File: config.mk
export PLATFORM = sky130hd
export DESIGN_NAME = mgmt_indirect_access
export DESIGN_NICKNAME = d
export VERILOG_FILES = /design/src/rtl/mgmt_acc_pkg.sv /design/src/rtl/mgmt_poll_timer.sv /design/src/rtl/mgmt_bus_drive.sv /design/src/rtl/mgmt_acc_seq.sv /design/src/rtl/mgmt_indirect_access.sv
export SDC_FILE = /design/constraint.sdc
export NUM_CORES = 1
export LEC_CHECK = 0
export ABC_AREA = 1
export BUFFER_PORTS_ARGS = -buffer_cell sky130_fd_sc_hd__buf_2
export CAP_MARGIN = 10
export CORE_UTILIZATION = 45
export CTS_CLUSTER_DIAMETER = 40
export DETAILED_ROUTE_END_ITERATION = 12
export HOLD_SLACK_MARGIN = 0.05
export PLACE_DENSITY = 0.71
export SYNTH_ARGS = -nofsm -noshare
export SYNTH_HDL_FRONTEND = slang
export SYNTH_SLANG_ARGS = --single-unit
File: constraint.sdc
create_clock -name clk -period 1.78 [get_ports clk]
set_input_delay 0.356 -clock clk [delete_from_list [all_inputs] [get_ports clk]]
set_output_delay 0.356 -clock clk [all_outputs]
set_load 0.02 [all_outputs]
File: src/rtl/mgmt_acc_pkg.sv
// Shared constants, step encoding and command-word builder for the
// indirect management access engine.
package mgmt_acc_pkg;

    localparam int ADDR_W = 5;
    localparam int DATA_W = 16;

    // Offsets of the indirection register pair inside the switch
    localparam logic [ADDR_W-1:0] CMD_OFS  = 5'd0;
    localparam logic [ADDR_W-1:0] DATA_OFS = 5'd1;

    // Command word field positions
    localparam int BUSY_BIT = 15;
    localparam int C22_BIT  = 12;
    localparam logic [1:0] OP_RD = 2'b10;
    localparam logic [1:0] OP_WR = 2'b01;

    typedef enum logic [2:0] {
        ST_IDLE,
        ST_DIRECT,
        ST_POLL,
        ST_GAP,
        ST_WDATA,
        ST_WCMD,
        ST_RDATA,
        ST_RESP
    } step_t;

    // Compose the command word written to the command register
    function automatic logic [DATA_W-1:0] make_cmd(
        input logic              wr,
        input logic [ADDR_W-1:0] dev,
        input logic [ADDR_W-1:0] rg
    );
        logic [DATA_W-1:0] w;
        w           = '0;
        w[BUSY_BIT] = 1'b1;
        w[C22_BIT]  = 1'b1;
        w[11:10]    = wr ? OP_WR : OP_RD;
        w[9:5]      = dev;
        w[4:0]      = rg;
        return w;
    endfunction

endpackage

File: src/rtl/mgmt_poll_timer.sv
// Poll pacing for the access engine.
// Counts the idle gap between busy polls and the number of busy polls
// seen in the current wait phase. Assumes clear and busy_seen are never
// high together, and that gap_run is high only while the engine waits.
module mgmt_poll_timer #(
    parameter int POLL_GAP  = 1000,
    parameter int MAX_POLLS = 100
) (
    input  logic clk,
    input  logic rst_n,
    input  logic clear,
    input  logic busy_seen,
    input  logic gap_run,
    output logic gap_done,
    output logic at_limit
);
    localparam int GAP_W = $clog2(POLL_GAP + 1);
    localparam int ATT_W = $clog2(MAX_POLLS + 1);

    logic [GAP_W-1:0] gap_cnt;
    logic [ATT_W-1:0] att_cnt;

    assign gap_done = gap_run && (gap_cnt == GAP_W'(POLL_GAP - 1));
    assign at_limit = (att_cnt == ATT_W'(MAX_POLLS - 1));

    // Cycle counter for the pause between two polls
    always_ff @(posedge clk) begin
        if (!rst_n)
            gap_cnt <= '0;
        else if (gap_run && !gap_done)
            gap_cnt <= gap_cnt + 1'b1;
        else
            gap_cnt <= '0;
    end

    // Busy-poll attempt counter for the current wait phase
    always_ff @(posedge clk) begin
        if (!rst_n)
            att_cnt <= '0;
        else if (clear)
            att_cnt <= '0;
        else if (busy_seen && !at_limit)
            att_cnt <= att_cnt + 1'b1;
    end

    a_r5_gap_bounded: assert property (@(posedge clk) disable iff (!rst_n)
        gap_cnt < GAP_W'(POLL_GAP));

    a_r6_attempts_bounded: assert property (@(posedge clk) disable iff (!rst_n)
        att_cnt < ATT_W'(MAX_POLLS));

endmodule

File: src/rtl/mgmt_bus_drive.sv
// Lower-port request decoder.
// Maps the engine's current step and the latched request onto one
// lower-port transaction. Purely combinational; assumes its inputs
// are held stable by the sequencer while a transaction is pending.
module mgmt_bus_drive
    import mgmt_acc_pkg::*;
(
    input  step_t             step,
    input  logic              l_write,
    input  logic [ADDR_W-1:0] l_dev,
    input  logic [ADDR_W-1:0] l_reg,
    input  logic [DATA_W-1:0] l_wdata,
    input  logic [ADDR_W-1:0] l_chip,
    output logic              bus_req_valid,
    output logic              bus_req_write,
    output logic [ADDR_W-1:0] bus_req_phy,
    output logic [ADDR_W-1:0] bus_req_reg,
    output logic [DATA_W-1:0] bus_req_wdata
);
    // Select the transaction fields for each step
    always_comb begin
        bus_req_valid = 1'b0;
        bus_req_write = 1'b0;
        bus_req_phy   = l_chip;
        bus_req_reg   = CMD_OFS;
        bus_req_wdata = '0;
        unique case (step)
            ST_DIRECT: begin
                bus_req_valid = 1'b1;
                bus_req_write = l_write;
                bus_req_phy   = l_dev;
                bus_req_reg   = l_reg;
                bus_req_wdata = l_wdata;
            end
            ST_POLL: begin
                bus_req_valid = 1'b1;
            end
            ST_WDATA: begin
                bus_req_valid = 1'b1;
                bus_req_write = 1'b1;
                bus_req_reg   = DATA_OFS;
                bus_req_wdata = l_wdata;
            end
            ST_WCMD: begin
                bus_req_valid = 1'b1;
                bus_req_write = 1'b1;
                bus_req_wdata = make_cmd(l_write, l_dev, l_reg);
            end
            ST_RDATA: begin
                bus_req_valid = 1'b1;
                bus_req_reg   = DATA_OFS;
            end
            default: ;
        endcase
    end

endmodule

File: src/rtl/mgmt_acc_seq.sv
// Request sequencer for the access engine.
// Accepts one request while idle, latches it together with the chip
// address, and walks the direct or indirect transaction chain. A poll
// result is judged on the acknowledge only. A lower-port error always
// outranks the busy/clear outcome of the same acknowledge.
module mgmt_acc_seq
    import mgmt_acc_pkg::*;
(
    input  logic              clk,
    input  logic              rst_n,
    input  logic [ADDR_W-1:0] cfg_chip_addr,
    input  logic              req_valid,
    output logic              req_ready,
    input  logic              req_write,
    input  logic [ADDR_W-1:0] req_dev,
    input  logic [ADDR_W-1:0] req_reg,
    input  logic [DATA_W-1:0] req_wdata,
    input  logic              bus_ack,
    input  logic              bus_err,
    input  logic [DATA_W-1:0] bus_rdata,
    input  logic              gap_done,
    input  logic              at_limit,
    output logic              poll_clear,
    output logic              poll_busy,
    output logic              gap_run,
    output step_t             step,
    output logic              l_write,
    output logic [ADDR_W-1:0] l_dev,
    output logic [ADDR_W-1:0] l_reg,
    output logic [DATA_W-1:0] l_wdata,
    output logic [ADDR_W-1:0] l_chip,
    output logic              rsp_valid,
    output logic [DATA_W-1:0] rsp_rdata,
    output logic              rsp_timeout,
    output logic              rsp_error
);
    step_t             step_q, step_d;
    logic              phase2_q;
    logic              err_q, to_q;
    logic [DATA_W-1:0] data_q;
    logic              accept, bus_step, ack_ok, ack_bad, busy_bit;

    assign req_ready  = (step_q == ST_IDLE);
    assign accept     = req_valid && req_ready;
    assign bus_step   = (step_q == ST_DIRECT) || (step_q == ST_POLL) ||
                        (step_q == ST_WDATA)  || (step_q == ST_WCMD) ||
                        (step_q == ST_RDATA);
    assign ack_ok     = bus_step && bus_ack && !bus_err;
    assign ack_bad    = bus_step && bus_ack && bus_err;
    assign busy_bit   = bus_rdata[BUSY_BIT];
    assign poll_busy  = ack_ok && (step_q == ST_POLL) && busy_bit;
    assign poll_clear = accept || (ack_ok && (step_q == ST_WCMD));
    assign gap_run    = (step_q == ST_GAP);
    assign step       = step_q;
    assign rsp_valid  = (step_q == ST_RESP);
    assign rsp_rdata  = data_q;
    assign rsp_timeout = to_q;
    assign rsp_error  = err_q;

    // Next-step selection for the transaction chain
    always_comb begin
        step_d = step_q;
        unique case (step_q)
            ST_IDLE:
                if (accept) step_d = (cfg_chip_addr == '0) ? ST_DIRECT : ST_POLL;
            ST_DIRECT:
                if (bus_ack) step_d = ST_RESP;
            ST_POLL:
                if (bus_ack) begin
                    if (bus_err)
                        step_d = ST_RESP;
                    else if (busy_bit)
                        step_d = at_limit ? ST_RESP : ST_GAP;
                    else if (phase2_q)
                        step_d = l_write ? ST_RESP : ST_RDATA;
                    else
                        step_d = l_write ? ST_WDATA : ST_WCMD;
                end
            ST_GAP:
                if (gap_done) step_d = ST_POLL;
            ST_WDATA:
                if (bus_ack) step_d = bus_err ? ST_RESP : ST_WCMD;
            ST_WCMD:
                if (bus_ack) step_d = bus_err ? ST_RESP : ST_POLL;
            ST_RDATA:
                if (bus_ack) step_d = ST_RESP;
            ST_RESP:
                step_d = ST_IDLE;
            default:
                step_d = ST_IDLE;
        endcase
    end

    // Step register
    always_ff @(posedge clk) begin
        if (!rst_n) step_q <= ST_IDLE;
        else        step_q <= step_d;
    end

    // Latch the request and the addressing mode on acceptance
    always_ff @(posedge clk) begin
        if (!rst_n) begin
            l_write <= 1'b0;
            l_dev   <= '0;
            l_reg   <= '0;
            l_wdata <= '0;
            l_chip  <= '0;
        end else if (accept) begin
            l_write <= req_write;
            l_dev   <= req_dev;
            l_reg   <= req_reg;
            l_wdata <= req_wdata;
            l_chip  <= cfg_chip_addr;
        end
    end

    // Track which wait phase the engine is in
    always_ff @(posedge clk) begin
        if (!rst_n)                             phase2_q <= 1'b0;
        else if (accept)                        phase2_q <= 1'b0;
        else if (ack_ok && step_q == ST_WCMD)   phase2_q <= 1'b1;
    end

    // Collect response data and outcome flags
    always_ff @(posedge clk) begin
        if (!rst_n) begin
            data_q <= '0;
            err_q  <= 1'b0;
            to_q   <= 1'b0;
        end else if (accept) begin
            data_q <= '0;
            err_q  <= 1'b0;
            to_q   <= 1'b0;
        end else begin
            if (ack_bad)
                err_q <= 1'b1;
            if (poll_busy && at_limit)
                to_q <= 1'b1;
            if (ack_ok && ((step_q == ST_RDATA) ||
                           (step_q == ST_DIRECT && !l_write)))
                data_q <= bus_rdata;
        end
    end

    a_r8_ready_drops: assert property (@(posedge clk) disable iff (!rst_n)
        accept |=> !req_ready);

    a_r9_single_pulse: assert property (@(posedge clk) disable iff (!rst_n)
        rsp_valid |=> !rsp_valid);

    a_r7_flags_exclusive: assert property (@(posedge clk) disable iff (!rst_n)
        rsp_valid |-> !(rsp_error && rsp_timeout));

    a_r10_back_to_idle: assert property (@(posedge clk) disable iff (!rst_n)
        rsp_valid |=> req_ready);

    a_r7_error_ends_chain: assert property (@(posedge clk) disable iff (!rst_n)
        ack_bad |=> rsp_valid);

endmodule

File: src/rtl/mgmt_indirect_access.sv
// Indirect management register access engine, top level.
// Connects the sequencer, the poll timer and the lower-port decoder.
// Assumes the lower port answers each request with one bus_ack cycle
// and that cfg_chip_addr is stable while a request is accepted.
module mgmt_indirect_access
    import mgmt_acc_pkg::*;
#(
    parameter int POLL_GAP  = 1000,
    parameter int MAX_POLLS = 100
) (
    input  logic              clk,
    input  logic              rst_n,
    input  logic [ADDR_W-1:0] cfg_chip_addr,
    input  logic              req_valid,
    output logic              req_ready,
    input  logic              req_write,
    input  logic [ADDR_W-1:0] req_dev,
    input  logic [ADDR_W-1:0] req_reg,
    input  logic [DATA_W-1:0] req_wdata,
    output logic              rsp_valid,
    output logic [DATA_W-1:0] rsp_rdata,
    output logic              rsp_timeout,
    output logic              rsp_error,
    output logic              bus_req_valid,
    output logic              bus_req_write,
    output logic [ADDR_W-1:0] bus_req_phy,
    output logic [ADDR_W-1:0] bus_req_reg,
    output logic [DATA_W-1:0] bus_req_wdata,
    input  logic              bus_ack,
    input  logic [DATA_W-1:0] bus_rdata,
    input  logic              bus_err
);
    step_t             step;
    logic              poll_clear, poll_busy, gap_run, gap_done, at_limit;
    logic              l_write;
    logic [ADDR_W-1:0] l_dev, l_reg, l_chip;
    logic [DATA_W-1:0] l_wdata;

    mgmt_acc_seq u_seq (
        .clk           (clk),
        .rst_n         (rst_n),
        .cfg_chip_addr (cfg_chip_addr),
        .req_valid     (req_valid),
        .req_ready     (req_ready),
        .req_write     (req_write),
        .req_dev       (req_dev),
        .req_reg       (req_reg),
        .req_wdata     (req_wdata),
        .bus_ack       (bus_ack),
        .bus_err       (bus_err),
        .bus_rdata     (bus_rdata),
        .gap_done      (gap_done),
        .at_limit      (at_limit),
        .poll_clear    (poll_clear),
        .poll_busy     (poll_busy),
        .gap_run       (gap_run),
        .step          (step),
        .l_write       (l_write),
        .l_dev         (l_dev),
        .l_reg         (l_reg),
        .l_wdata       (l_wdata),
        .l_chip        (l_chip),
        .rsp_valid     (rsp_valid),
        .rsp_rdata     (rsp_rdata),
        .rsp_timeout   (rsp_timeout),
        .rsp_error     (rsp_error)
    );

    mgmt_poll_timer #(
        .POLL_GAP  (POLL_GAP),
        .MAX_POLLS (MAX_POLLS)
    ) u_timer (
        .clk       (clk),
        .rst_n     (rst_n),
        .clear     (poll_clear),
        .busy_seen (poll_busy),
        .gap_run   (gap_run),
        .gap_done  (gap_done),
        .at_limit  (at_limit)
    );

    mgmt_bus_drive u_drive (
        .step          (step),
        .l_write       (l_write),
        .l_dev         (l_dev),
        .l_reg         (l_reg),
        .l_wdata       (l_wdata),
        .l_chip        (l_chip),
        .bus_req_valid (bus_req_valid),
        .bus_req_write (bus_req_write),
        .bus_req_phy   (bus_req_phy),
        .bus_req_reg   (bus_req_reg),
        .bus_req_wdata (bus_req_wdata)
    );

    a_r11_hold_until_ack: assert property (@(posedge clk) disable iff (!rst_n)
        (bus_req_valid && !bus_ack) |=> (bus_req_valid &&
            $stable({bus_req_write, bus_req_phy, bus_req_reg, bus_req_wdata})));

    a_r8_busy_not_ready: assert property (@(posedge clk) disable iff (!rst_n)
        bus_req_valid |-> !req_ready);

endmodule

==> results.py, run 1 <==
metrics = {
    "status": {
        "status": "complete, but fails checks",
        "failed_checks": "negative setup slack",
    },
    "placed_design": {
        "gp_congestion": 0.811,
        "place_worst_setup_slack_ps": 43.9,
        "detailedPlacementHpwl_microns": 5460,
        "port-buffer-count": 100,
        "cell_area_after_placement_sq_um": 3960,
    },
    "min_path": {
        "min_path_type": "primary input to flop",
        "whs_endpoint": "u_seq.rsp_rdata[6]$_SDFFE_PP0P_",
        "worstHoldPathCells": 3,
        "worst_hold_startpoint": "bus_rdata[6]",
    },
    "clock_tree": {
        "cts_inserted_buffers": 9,
        "cts_htree_levels": 3,
        "cts_max_path_buffers": 2,
        "clockRootBuffer": "clkbuf_8",
        "worst_setup_hold_path_clk_slew_ps": 80,
        "tritoncts": "built",
        "clkLatencyLatePin_ps": 340,
        "cts_num_sinks": 71,
    },
    "logic_synthesis": {
        "synth_compound_gate_area_share_pct": 19.3,
        "synth_mux_area_share_pct": 0,
        "netlist_top_cells_count": "dfxtp_1 (71), nand2_1 (67), a21oi_1 (53)",
        "syn_area_per_cell_sq_um": 7.85,
        "synth.ff_latch_count": 71,
        "synth.largest_area_cell": "dfxtp_1",
        "synth_fa_ha_area_share_pct": 0.746,
        "synthesis.nets": 482,
        "post_synth_instance_area_sq_um": 3350,
        "synth-main-ff-cell": "dfxtp_1",
        "synth_simple_gate_area_share_pct": 25.3,
        "synth.most_common_cell": "dfxtp_1",
        "syn-instance-count": 427,
        "synth_xor_xnor_area_share_pct": 2.35,
        "ys_async_sr_fraction_pct": 0,
        "ys_seq_area_share_pct": 42.4,
        "synth_top_family_by_area": "simple AND/OR/NAND/NOR gates",
        "number_of_flops_mapped_to_enable_cells_by_yosys": 0,
        "share_of_the_synthesized_area_in_the_top_cell_type_pct": 42.4,
        "synth.lib_cells_used.distinct": 38,
        "cells_taking_the_most_area_after_synthesis": "dfxtp_1 (42%), a21oi_1 (7.9%), nand2_1 (7.5%)",
        "synthesis.yosys.warnings": 0,
    },
    "pwr": {
        "power.density_cell_area_nw_per_um2": 1310,
        "p_clk_share_pct": 23.1,
        "total_leakage_power_nw": 1.87,
        "seq_power_share_pct": 33.8,
        "power.combinational.fraction_pct": 43.1,
        "worst_vdd_drop_mv": 0.815,
        "p_sw_share_pct": 38.6,
        "fin_total_pwr_w": 0.00597,
        "power_switching_w": 0.00231,
        "cellInternalPower_w": 0.00366,
    },
    "setup_path": {
        "ff2ff_path_depth": 8,
        "worst_r2r_endpoint": "u_timer.att_cnt[2]$_SDFFE_PP0P_",
        "r2r_setup_slack_ps": 170,
        "critical_path_peak_fanout": 6,
        "endpoint_kind": "primary output",
        "r2r-start": "u_seq.step[0]$_SDFFE_PN0P_",
        "cp_data_required_time_ps": 1420,
        "type_of_the_worst_setup_path": "flop to primary output",
        "cp.arrival_ps": 1430,
        "startpoint_type": "flop",
    },
    "sta": {
        "final.period_utilization_pct": 100,
        "fin_skew_ps": 7.63,
        "max_freq_ghz": 0.561,
        "period_minus_slack_ps": 1780,
        "grt_setup_unrepaired": "true",
        "worst_slew_pin_tran_ps": 365,
        "relSlewSlack_pct": 75.5,
        "finalHoldViolations": 0,
        "final-max-slew-violation-count": 0,
        "final_critical_path_setup_slack_ps": -1.51,
        "timing.hold.ws_ps": 265,
        "number_of_failing_setup_endpoints_in_the_final_timing_report": 1,
    },
    "route": {
        "drt_pre_antenna_iters": 7,
        "antenna_violating_nets_post_route": 0,
        "first_iter_violations": 149,
        "drcViolationCount": 0,
        "route.final.wire_length_microns": 8200,
        "detail_route.vias_per_cell": 4.96,
        "post_drt_wl_per_cell_microns": 12.7,
        "num_vias": 3210,
    },
    "cells_and_area": {
        "area_delta_synth_final_pct": 35.4,
        "antennaDiodeCount": 0,
        "finish.net_count": 598,
        "drive_above_1_share_pct": 37.6,
        "postLayoutCellArea_sq_um": 4540,
    },
    "floorplanning": {
        "start_util_pct": 46.5,
        "core_footprint_sq_um": 7210,
        "floorplan.rows": 31,
        "die_area_sq_um": 7800,
        "die_height_microns": 88.3,
        "die_width_microns": 88.3,
        "pin_count": 101,
    },
    "global_routing": {
        "grt_max_degree": 46,
        "antenna_found_initial": 0,
        "wire_length_of_the_first_global_routing_pass_microns": 12500,
        "first_global_vias": 2888,
        "global_route.usage.total_pct": 20.5,
        "global_route.overflow_total": 0,
    },
    "flow_run": {
        "maxCapViolCount": 0,
    },
}
## worst max-delay path, stage by stage (launching register included)
cell and delay, ps:
dfxtp_4 390, nor2_4 50, inv_2 70, nand3_4 120
clkbuf_16 190, o22ai_2 110, buf_6 140
## area by class of cell
cell class,count,area [sq um]
fill,641,2670
multi-input combinational,290,1750
sequential,71,1430
timing repair buffer,123,823
inverter,48,196
clock buffer,10,128
tap,99,124
clock inverter,6,85.1
## kinds of logic after synthesis
family / count (synthesis)
compound gates: 115
xor+xnor: 9
fa+ha+maj: 2
buf+inv: 67
flops: 71
simple gates: 163
## routing by layer
| layer | vias up | share of wire [%] | GRT usage (%) |
|---|---|---|---|
| li1 | 1645 | - | - |
| met1 | 1464 | 45 | 24.9 |
| met2 | 87 | 48 | 33.5 |
| met3 | 14 | 5.9 | 5.97 |
| met4 | 0 | 1.6 | 9.38 |
| met5 | - | 0 | 0 |
## placed cells by master (no fill, tap or decap), types with 2 or more instances in the layout
cell | synthesis | final
ha_1 | 2 | 2
inv_1 | 45 | 42
xor2_1 | 8 | 8
clkinv_2 | 0 | 3
dfxtp_4 | 0 | 3
nor3_1 | 5 | 5
buf_12 | 1 | 3
nor2_2 | 1 | 2
nand3_4 | 2 | 4
o21ai_0 | 35 | 29
nand2_4 | 3 | 4
clkbuf_8 | 0 | 9
or2_1 | 2 | 2
nand4_1 | 4 | 4
a21oi_1 | 53 | 52
clkinvlp_4 | 0 | 2
buf_6 | 5 | 12
o21ai_1 | 0 | 4
nand2_1 | 67 | 65
o22ai_4 | 0 | 2
nor3b_1 | 2 | 2
dfxtp_1 | 71 | 68
a21oi_2 | 10 | 10
buf_2 | 6 | 80
nand3_2 | 13 | 13
bufinv_16 | 0 | 2
inv_2 | 0 | 2
nor2_4 | 1 | 2
o22ai_2 | 0 | 9
a31oi_1 | 2 | 2
nand3_1 | 18 | 17
o21ai_2 | 0 | 2
buf_4 | 1 | 27
nand2_2 | 6 | 7
nor2_1 | 36 | 34
## how the worst max path moves through the flow
| stage | from | end | slack, ps | depth (start not counted) |
|---|---|---|---|---|
| 2_1_floorplan | u_seq.step[0]$_SDFFE_PN0P_ | bus_req_wdata[10] | 40 | 5 |
| 3_3_place_gp | u_seq.step[0]$_SDFFE_PN0P_ | bus_req_wdata[0] | 160 | 5 |
| 3_5_place_dp | u_seq.step[0]$_SDFFE_PN0P_ | bus_req_wdata[10] | 40 | 5 |
| 4_1_cts | u_seq.step[1]$_SDFFE_PN0P_ | bus_req_phy[1] | -20 | 5 |
| 5_1_grt | u_seq.step[0]$_SDFFE_PN0P_ | bus_req_wdata[3] | -70 | 6 |
| 6_report | u_seq.step[0]$_SDFFE_PN0P_ | bus_req_wdata[8] | -2 | 6 |
## through the flow
| step | utilization [%] | TNS, ps | instances |
|---|---|---|---|
| 2_1_floorplan | - | 0 | 427 |
| 3_5_place_dp | 54.9 | 0 | 619 |
| 5_1_grt | 62.9 | -647 | 647 |
| 6_report | 62.9 | -1.51 | 647 |
| 3_3_place_gp | 54.9 | 0 | 619 |
| 4_1_cts | 59.4 | -31.2 | 641 |
## timing repair
action | in CTS | in global routing
setup buffers | 5 | 5
pin swaps | 2 | 2
cloned | 1 | 1
gates resized for setup | 23 | 55
endpoints found under the hold margin | 0 | 0
hold buffers | 0 | 0
setup endpoints to repair | 27 | 22
## power groups by stage
stage | clock, W | combinational, W | sequential [W]
3_5_place_dp | 0 | 0.00200 | 0.00202
5_1_grt | 0.00149 | 0.00277 | 0.00205
6_report | 0.00138 | 0.00257 | 0.00202
3_3_place_gp | 0 | 0.00197 | 0.00200
4_1_cts | 0.00142 | 0.00217 | 0.00200
2_1_floorplan | 0 | 0.00147 | 0.00200
Note: power is estimated with default switching activity, not from simulation.
==> run 2: changes to the inputs <==
==> constraint.sdc (replaced) <==
create_clock -name clk -period 1.78 [get_ports clk]
set_input_delay 0.356 -clock clk [delete_from_list [all_inputs] [get_ports clk]]
set_output_delay 0.356 -clock clk [all_outputs]
set_load 0.01 [all_outputs]
==> results.py, run 2 (synthesis results as in run 1) <==
metrics = {
    "clock_tree": {
        "clkLatencyLatePin_ps": 350,
        "cts_max_path_buffers": 2,
        "worst_setup_hold_path_clk_slew_ps": 80,
        "clockRootBuffer": "clkbuf_8",
        "post_cts_hold_buffer_count": 0,
        "cts_htree_levels": 3,
        "tritoncts": "built",
        "cts_inserted_buffers": 9,
        "cts_num_sinks": 71,
    },
    "route": {
        "post_drt_wl_per_cell_microns": 12.2,
        "route.met3.wl_microns": 532,
        "antenna_violating_nets_post_route": 0,
        "route.met2.wl_microns": 3730,
        "num_vias": 3183,
        "detail_route.vias_per_cell": 4.93,
        "drcViolationCount": 0,
        "first_iter_violations": 94,
        "top_layer_used": "met4",
        "drt_pre_antenna_iters": 5,
        "route.final.wire_length_microns": 7860,
        "met1Wirelength_microns": 3450,
    },
    "cells_and_area": {
        "postLayoutCellArea_sq_um": 4400,
        "multi_input_comb_area_sq_um": 1680,
        "most-common-layout-cells": "buf_2 (99), dfxtp_1 (68), nand2_1 (66)",
        "drive_above_1_share_pct": 35.5,
        "area_delta_synth_final_pct": 31.1,
        "mostFrequentLayoutCell": "buf_2",
        "utilization_pct": 60.9,
        "finish.net_count": 597,
        "layoutNonFillerInstCount": 645,
        "filler_cell_count": 675,
        "seqCellArea_sq_um": 1430,
        "antennaDiodeCount": 0,
    },
    "status": {
        "status": "finished, final reports clean",
    },
    "flow_run": {
        "maxCapViolCount": 0,
    },
    "sta": {
        "worst_slew_pin_tran_ps": 397,
        "fin_skew_ps": 11.5,
        "timing.setup.tns_ps": 0,
        "period_minus_slack_ps": 1730,
        "final.period_utilization_pct": 97.5,
        "finalHoldViolations": 0,
        "number_of_failing_setup_endpoints_in_the_final_timing_report": 0,
        "final-max-slew-violation-count": 0,
        "max_freq_ghz": 0.576,
        "grt_setup_unrepaired": "true",
        "relSlewSlack_pct": 73.3,
    },
    "pwr": {
        "seq_power_share_pct": 34.9,
        "power.density_cell_area_nw_per_um2": 1320,
        "power_switching_w": 0.00208,
        "p_sw_share_pct": 35.9,
        "power.combinational.fraction_pct": 38.0,
        "p_clk_share_pct": 27.1,
        "worst_vdd_drop_mv": 0.721,
        "cellInternalPower_w": 0.00371,
        "fin_total_pwr_w": 0.00579,
        "total_leakage_power_nw": 1.86,
    },
    "min_path": {
        "min_path_type": "primary input to flop",
    },
    "setup_path": {
        "endpoint_kind": "primary output",
        "cp_data_required_time_ps": 1420,
        "startpoint_type": "flop",
        "type_of_the_worst_setup_path": "flop to primary output",
        "critical_path_peak_fanout": 12,
        "cp.arrival_ps": 1380,
    },
    "global_routing": {
        "grt_max_degree": 60,
        "global_route.overflow_total": 0,
        "global_route.usage.total_pct": 21.3,
        "first_global_vias": 2968,
        "antenna_found_initial": 0,
        "wire_length_of_the_first_global_routing_pass_microns": 12900,
    },
    "floorplanning": {
        "core_footprint_sq_um": 7210,
        "die_width_microns": 88.3,
        "start_util_pct": 46.5,
        "die_area_sq_um": 7800,
        "floorplan.rows": 31,
        "die_height_microns": 88.3,
        "pin_count": 101,
    },
    "placed_design": {
        "dp.cells": 619,
        "cell_area_after_placement_sq_um": 3970,
        "gp_congestion": 0.834,
        "detailedPlacementHpwl_microns": 5460,
        "port-buffer-count": 100,
    },
}
run 2: power groups by stage:
stage / Clock [W] / Combinational [W] / Sequential (W)
after detailed placement: 0 / 0.00188 / 0.00202
after floorplan: 0 / 0.00136 / 0.00198
after CTS: 0.00161 / 0.00205 / 0.00202
after global routing: 0.00168 / 0.00242 / 0.00206
final: 0.00157 / 0.00220 / 0.00202
after global placement: 0 / 0.00184 / 0.00202
run 2: cell type report:
class / instances / area share [%]
tap: 99 / 2.82
sequential: 71 / 32.6
inverter: 48 / 4.47
timing repair buffer: 122 / 16.4
multi-input combinational: 290 / 38.1
clock inverter: 5 / 2.42
clock buffer: 10 / 3.13
run 2: worst paths after layout:
check                                      from                               end  slack, ps  cells past startpoint
setup / recovery     u_seq.step[2]$_SDFFE_PN0P_                  bus_req_wdata[9]         50                      6
hold / removal                    bus_rdata[13]  u_seq.rsp_rdata[13]$_SDFFE_PP0P_        250                      3
setup reg to reg     u_seq.step[2]$_SDFFE_PN0P_   u_timer.att_cnt[1]$_SDFFE_PP0P_        150                      8
hold reg to reg   u_timer.gap_cnt[0]$_SDFF_PN0_     u_timer.gap_cnt[0]$_SDFF_PN0_        450                      1
run 2: what timing repair did:
action                     in CTS  in global routing
buffers inserted                7                  3
hold endpoints to repair        0                  0
resized for setup              18                 13
cloned                          1                  0
setup endpoints to repair      25                 17
pin swaps                       4                  2
run 2: critical path, cell delays in order (launching register included):
cell,delay [ps]
dfxtp_4,400
nor2_4,50
inv_2,70
nand3_4,80
buf_12,150
o22ai_1,120
buf_2,150
run 2: stage by stage:
stage	hold WS [ps]	worst slack, ps
2_1_floorplan	418	175
3_3_place_gp	433	179
3_5_place_dp	436	110
4_1_cts	232	8.07
5_1_grt	247	-21.2
6_report	254	45.0
run 2: metal layers:
metal / global-route usage (%) / up-vias
met5: 0 / -
li1: - / 1649
met2: 35.5 / 101
met3: 6.90 / 14
met1: 25.0 / 1419
met4: 9.09 / 0
